**src/rtl/brf_pkg.sv**
```systemverilog
package brf_pkg;
  localparam int ARCH_N   = 16;
  localparam int IDX_W    = $clog2(ARCH_N);
  localparam int FIQ_LO   = 8;
  localparam int FIQ_HI   = 12;
  localparam int FIQ_CNT  = FIQ_HI - FIQ_LO + 1;
  localparam int SP_IDX   = 13;
  localparam int LR_IDX   = 14;
  localparam int BANK_N   = 6;
  localparam int SAV_N    = BANK_N - 1;
  localparam int PHYS_N   = ARCH_N + FIQ_CNT + 2 * SAV_N;
  localparam int PHYS_W   = $clog2(PHYS_N);

  localparam logic [4:0] MD_USR = 5'h10;
  localparam logic [4:0] MD_FIQ = 5'h11;
  localparam logic [4:0] MD_IRQ = 5'h12;
  localparam logic [4:0] MD_SVC = 5'h13;
  localparam logic [4:0] MD_ABT = 5'h17;
  localparam logic [4:0] MD_UND = 5'h1B;
  localparam logic [4:0] MD_SYS = 5'h1F;

  typedef enum logic [2:0] {
    BK_USR = 3'd0,
    BK_FIQ = 3'd1,
    BK_IRQ = 3'd2,
    BK_SVC = 3'd3,
    BK_ABT = 3'd4,
    BK_UND = 3'd5
  } bank_e;
endpackage

```
**src/rtl/brf_mode_decode.sv**
```systemverilog
module brf_mode_decode
  import brf_pkg::*;
(
  input  logic [4:0] mode_i,
  output bank_e      bank_o
);
  always_comb begin
    unique case (mode_i)
      MD_FIQ:  bank_o = BK_FIQ;
      MD_IRQ:  bank_o = BK_IRQ;
      MD_SVC:  bank_o = BK_SVC;
      MD_ABT:  bank_o = BK_ABT;
      MD_UND:  bank_o = BK_UND;
      default: bank_o = BK_USR;
    endcase
  end
endmodule

```
**src/rtl/brf_index_map.sv**
```systemverilog
module brf_index_map
  import brf_pkg::*;
(
  input  bank_e              bank_i,
  input  logic [IDX_W-1:0]   idx_i,
  output logic [PHYS_W-1:0]  phys_o
);
  int slot;

  always_comb begin
    slot = int'(idx_i);
    if (bank_i == BK_FIQ && slot >= FIQ_LO && slot <= FIQ_HI) begin
      slot = ARCH_N + (slot - FIQ_LO);
    end else if (bank_i != BK_USR && (slot == SP_IDX || slot == LR_IDX)) begin
      slot = ARCH_N + FIQ_CNT + 2 * (int'(bank_i) - 1) + (slot - SP_IDX);
    end
    phys_o = PHYS_W'(slot);
  end

  always_comb begin
    AST_PHYS_IN_RANGE: assert (int'(phys_o) < PHYS_N);
    if (int'(idx_i) < FIQ_LO || int'(idx_i) == ARCH_N - 1)
      AST_LOW_SHARED: assert (phys_o == PHYS_W'(idx_i));
  end
endmodule

```
**src/rtl/brf_storage.sv**
```systemverilog
module brf_storage
  import brf_pkg::*;
#(
  parameter int DATA_W = 32
) (
  input  logic              clk,
  input  logic              rst_n,
  input  logic              we,
  input  logic [PHYS_W-1:0] waddr,
  input  logic [DATA_W-1:0] wdata,
  input  logic [PHYS_W-1:0] raddr_a,
  input  logic [PHYS_W-1:0] raddr_b,
  output logic [DATA_W-1:0] rdata_a,
  output logic [DATA_W-1:0] rdata_b
);
  logic [DATA_W-1:0] mem [PHYS_N];

  always_ff @(posedge clk or negedge rst_n) begin
    if (!rst_n) begin
      for (int i = 0; i < PHYS_N; i++) mem[i] <= '0;
    end else if (we && int'(waddr) < PHYS_N) begin
      mem[waddr] <= wdata;
    end
  end

  assign rdata_a = (int'(raddr_a) < PHYS_N) ? mem[raddr_a] : '0;
  assign rdata_b = (int'(raddr_b) < PHYS_N) ? mem[raddr_b] : '0;

  AST_USER_SP_KEPT: assert property (@(posedge clk) disable iff (!rst_n)
    !(we && int'(waddr) == SP_IDX) |=> $stable(mem[SP_IDX]));
endmodule

```
**src/rtl/brf_saved_status.sv**
```systemverilog
module brf_saved_status
  import brf_pkg::*;
#(
  parameter int DATA_W = 32
) (
  input  logic              clk,
  input  logic              rst_n,
  input  bank_e             bank_i,
  input  logic              we,
  input  logic [DATA_W-1:0] wdata,
  output logic [DATA_W-1:0] rdata
);
  logic [DATA_W-1:0] word [SAV_N];
  logic              has_word;
  int                sel;

  always_comb begin
    has_word = (bank_i != BK_USR);
    sel      = has_word ? int'(bank_i) - 1 : 0;
  end

  always_ff @(posedge clk or negedge rst_n) begin
    if (!rst_n) begin
      for (int i = 0; i < SAV_N; i++) word[i] <= '0;
    end else if (we && has_word) begin
      word[sel] <= wdata;
    end
  end

  assign rdata = has_word ? word[sel] : '0;
endmodule

```
**src/rtl/banked_regfile.sv**
```systemverilog
module banked_regfile
  import brf_pkg::*;
#(
  parameter int DATA_W = 32
) (
  input  logic              clk,
  input  logic              rst_n,
  input  logic [4:0]        mode_i,
  input  logic [3:0]        rd_a_idx,
  output logic [DATA_W-1:0] rd_a_data,
  input  logic [3:0]        rd_b_idx,
  output logic [DATA_W-1:0] rd_b_data,
  input  logic              wr_en,
  input  logic [3:0]        wr_idx,
  input  logic [DATA_W-1:0] wr_data,
  output logic [DATA_W-1:0] sav_rd_data,
  input  logic              sav_wr_en,
  input  logic [DATA_W-1:0] sav_wr_data
);
  localparam int PORT_N = 3;

  bank_e             bank;
  logic [IDX_W-1:0]  map_idx  [PORT_N];
  logic [PHYS_W-1:0] map_phys [PORT_N];

  brf_mode_decode u_decode (
    .mode_i (mode_i),
    .bank_o (bank)
  );

  assign map_idx[0] = rd_a_idx;
  assign map_idx[1] = rd_b_idx;
  assign map_idx[2] = wr_idx;

  for (genvar p = 0; p < PORT_N; p++) begin : g_map
    brf_index_map u_map (
      .bank_i (bank),
      .idx_i  (map_idx[p]),
      .phys_o (map_phys[p])
    );
  end

  brf_storage #(.DATA_W(DATA_W)) u_store (
    .clk     (clk),
    .rst_n   (rst_n),
    .we      (wr_en),
    .waddr   (map_phys[2]),
    .wdata   (wr_data),
    .raddr_a (map_phys[0]),
    .raddr_b (map_phys[1]),
    .rdata_a (rd_a_data),
    .rdata_b (rd_b_data)
  );

  brf_saved_status #(.DATA_W(DATA_W)) u_sav (
    .clk   (clk),
    .rst_n (rst_n),
    .bank_i(bank),
    .we    (sav_wr_en),
    .wdata (sav_wr_data),
    .rdata (sav_rd_data)
  );

  AST_SAV_UNBANKED_ZERO: assert property (@(posedge clk) disable iff (!rst_n)
    (mode_i == MD_USR || mode_i == MD_SYS) |-> (sav_rd_data == '0));

  AST_READ_HOLD: assert property (@(posedge clk) disable iff (!rst_n)
    !wr_en |=> (!($stable(mode_i) && $stable(rd_a_idx)) || $stable(rd_a_data)));

  AST_SAV_HOLD: assert property (@(posedge clk) disable iff (!rst_n)
    !sav_wr_en |=> (!$stable(mode_i) || $stable(sav_rd_data)));
endmodule

```
**config.mk**
```make
export PLATFORM = sky130hd
export DESIGN_NAME = banked_regfile
export DESIGN_NICKNAME = d
export VERILOG_FILES = /design/src/rtl/brf_pkg.sv /design/src/rtl/brf_mode_decode.sv /design/src/rtl/brf_index_map.sv /design/src/rtl/brf_storage.sv /design/src/rtl/brf_saved_status.sv /design/src/rtl/banked_regfile.sv
export SDC_FILE = /design/constraint.sdc
export NUM_CORES = 2
export LEC_CHECK = 0
export ABC_AREA = 1
export BUFFER_PORTS_ARGS = -buffer_cell sky130_fd_sc_hd__buf_2
export CORE_ASPECT_RATIO = 0.75
export CORE_UTILIZATION = 35
export DETAILED_ROUTE_END_ITERATION = 12
export GPL_ROUTABILITY_DRIVEN = 0
export PLACE_DENSITY_LB_ADDON = 0.15
export SLEW_MARGIN = 40
export SYNTH_ARGS = -nofsm -noshare
export SYNTH_HDL_FRONTEND = slang
export SYNTH_SLANG_ARGS = --single-unit
```
**constraint.sdc**
```tcl
create_clock -name clk -period 4.5 [get_ports clk]
set_clock_uncertainty 0.1 [all_clocks]
set_input_delay 0.225 -clock clk [delete_from_list [all_inputs] [get_ports clk]]
set_output_delay 0.225 -clock clk [all_outputs]
set_load 0.1 [all_outputs]
```
==> flow_metrics.tcl <==
set metrics [dict create \
    p_int_mw 20.8 \
    setup_slack_ps 61.3 \
    fp.dieH_um 376 \
    dieWidth_um 501 \
    cts_root_buf "clkbuf_16" \
    r2r_slack_ps 3200 \
    register_area_mm2 0.0288 \
    syn_to_final_growth_pct 18.7 \
    critPathLaunch "mode_i[2]" \
    met3_length_um 26700 \
    fin_nets 9363 \
    cts.sinks 1152 \
    cts_tree "built" \
    core_mm2 0.184 \
    rsz0062_at_grt "yes" \
    yosysWarnings 0 \
    hold_path.class "primary input to asynchronous set/reset pin" \
    switchingPower_mw 11.0 \
    antenna_found_initial 6 \
    ant_nets 0 \
    min_period_over_period_pct 98.6 \
    grtUsageTotal_pct 29.6 \
    syn-num-nets 9457 \
    seq_area_frac_synth_pct 44.2 \
    timing.rr.end "u_sav.word[3]$_DFFE_PN0P_" \
    setup_viol 0 \
    totalWireLength_um 284000 \
    met2WireLength_um 122000 \
    clk_latency_ps 790 \
    drt_iter0_markers 8878 \
    num_io_pins 181 \
    overflow 0 \
    multi_input_area_mm2 0.0312 \
    fin_area_mm2 0.0775 \
    ys_seq_elements 1152 \
    leakage_nw 37.4 \
    drc 0 \
    start_util_pct 35.4 \
    wl_met1_um 123000 \
    dp_slack_ps -1.33 \
    crit_path_end "rd_b_data[18]" \
    rows 136 \
    placed_area_mm2 0.0721 \
    postSynthCellCount 9351 \
    criticalPathCategory "primary input to output pin" \
    hold_violations 0 \
    max-vdd-ir-drop_mv 0.417 \
    cap_violations 0 \
    drtPass1Iterations 6 \
    worst_ep_required_time_ps 4180 \
    viasPerCell 5.61 \
    cts_htree_levels 4 \
    grt_first_pass_wirelength_um 419000 \
    die_area_mm2 0.188 \
    r2r_start "u_sav.word[3]$_DFFE_PN0P_" \
    wl_per_cell_um 24.0 \
    drv_slew 0 \
    pwr-share-clk_pct 35.1 \
    startpoint_type "primary input" \
    end_kind "output pin" \
    port_buffers 180 \
    cp.arrival_ps 4110 \
    seq_power_share_pct 40.4 \
    whs_ps 78.6 \
    drive_above_1_share_pct 9.34 \
    power.density_mw_per_mm2 409 \
    synth_cell_types 31 \
    clock.fmax_ghz 0.225 \
    cp_max_fo 8 \
    numCtsBuffers 135 \
    clock_path_buffers 3 \
    grt_max_degree 201 \
    fin_tns_setup_ps 0 \
    grt_pass1_vias 61232 \
    syn_area_mm2 0.0653 \
    relSlewSlack_pct 28.4 \
    dpl.hpwl_um 172000 \
    r2r_cells 3 \
    vias 66426 \
    highest_layer "met4" \
    worst_slew_pin_slew_ps 1070 \
    swShare_pct 34.6 \
    fin_crit_ps 4440 \
    utilization_pct 42.0 \
    path_clk_slew_ps 70 \
    pwr-share-comb_pct 24.5 \
    outcome "finished, final reports clean" \
    fill_cells 18901 \
    synth.avg_cell_area_um2 6.98 \
]
[worst max-delay path, cell delays in order]
cell,delay (ps)
buf_2,120
nor2_2,120
o211ai_1,190
ha_4,330
inv_1,60
fa_1,530
inv_1,70
ha_1,270
inv_1,80
fa_1,400
inv_1,70
nor2_1,40
nand3b_1,200
buf_12,190
inv_8,130
buf_12,210
nand3_1,170
nand3_1,150
nand2_1,120
buf_12,150
clkinvlp_4,70
buf_12,170
[state kept, by name, summed over array words and instances (netlist names)]
register and count:
u_store.mem 992, u_sav.word 160
[metal layers]
layer,GRT usage (%),up-vias
li1,-,30359
met1,42.1,32090
met2,44.1,3416
met3,5.14,561
met4,12.7,0
met5,0,-
[metrics by stage]
step	std cells	total power, mW
after detailed placement	11528	20.5
after floorplan	9351	17.7
after global placement	11525	20.4
after CTS	11833	31.8
after global routing	11841	33.2
final	11842	31.7
[kinds of logic (layout without fill, tap and decap cells)]
logic type	Yosys count	in the layout	share of synthesized area [%]
AO/OA/AOI/OAI	1728	1728	15.5
XOR/XNOR	3	3	0.0403
adder cells (fa/ha/maj)	21	21	0.448
buffers and inverters	1512	1517	8.82
flip-flops	1152	1152	44.2
other	0	2	0
AND/OR/NAND/NOR	4935	4935	31.0
[worst min-delay path by stage]
| stage | start | to | slack [ps] |
|---|---|---|---|
| floorplan | rst_n | u_sav.word[0]$_DFFE_PN0P_ | -170 |
| global placement | rst_n | u_store.mem[134]$_DFFE_PN0P_ | 200 |
| detailed placement | rst_n | u_store.mem[134]$_DFFE_PN0P_ | 50 |
| CTS | wr_idx[2] | u_store.mem[400]$_DFFE_PN0P_ | 30 |
| global route | rst_n | u_store.mem[69]$_DFFE_PN0P_ | 90 |
| finish | rst_n | u_store.mem[69]$_DFFE_PN0P_ | 80 |
[cell type report]
class                           count  area share [%]
Antenna cell                        2         0.00646
Clock buffer                      197            5.12
Timing Repair Buffer              558            9.08
Multi-Input combinational cell   6687            40.2
Clock inverter                     39           0.483
Inverter                          723            3.86
Sequential cell                  1152            37.2
Tap cell                         2484            4.01
[what timing repair did]
action / CTS / global route
endpoints found under the hold margin: 1517 / 0
hold buffers: 69 / 0
resized for setup: 0 / 55
setup endpoints to repair: 0 / 59
buffers inserted: 0 / 4
[layout by cell type, fill, tap and decap left out, types with 30 or more instances in the layout]
| cell | count |
|---|---|
| inv_1 | 641 |
| o211ai_1 | 562 |
| dlygate4sd3_1 | 68 |
| clkinvlp_4 | 65 |
| clkbuf_1 | 31 |
| nand3_1 | 974 |
| o21ai_0 | 613 |
| dfrtp_1 | 1152 |
| clkbuf_16 | 141 |
| nand2_2 | 30 |
| buf_4 | 138 |
| nor2_1 | 427 |
| nand4_1 | 149 |
| nand2_1 | 3288 |
| buf_12 | 221 |
| o21ai_1 | 82 |
| buf_2 | 113 |
| a21oi_1 | 433 |
| a22oi_1 | 32 |
[power by group through the flow]
stage	clock network (mW)	logic, mW	registers (mW)
2_1_floorplan	0	4.94	12.7
3_3_place_gp	0	7.48	12.9
3_5_place_dp	0	7.59	13.0
4_1_cts	11.3	7.66	12.8
5_1_grt	11.7	8.51	13.0
6_report	11.1	7.76	12.8
[cell usage after synthesis, drive strengths merged]
cell | count | share of area [%]
ha | 17 | 0.33
o21ai | 699 | 5.4
clkbuf | 662 | 3.8
o211ai | 562 | 6.5
nor2 | 450 | 2.6
nor3 | 5 | 0.069
or2 | 1 | 0.0096
a22oi | 32 | 0.37
clkinv | 3 | 0.017
nand2 | 3322 | 19
dfrtp | 1152 | 44
nand4 | 151 | 1.5
inv | 720 | 4.1
xor2 | 1 | 0.013
buf | 127 | 0.86
a21oi | 435 | 3.3
fa | 4 | 0.12
nand3 | 1001 | 7.7
nand3b | 5 | 0.058
xnor2 | 2 | 0.027
No activity file was read; power rests on OpenSTA's default activity.
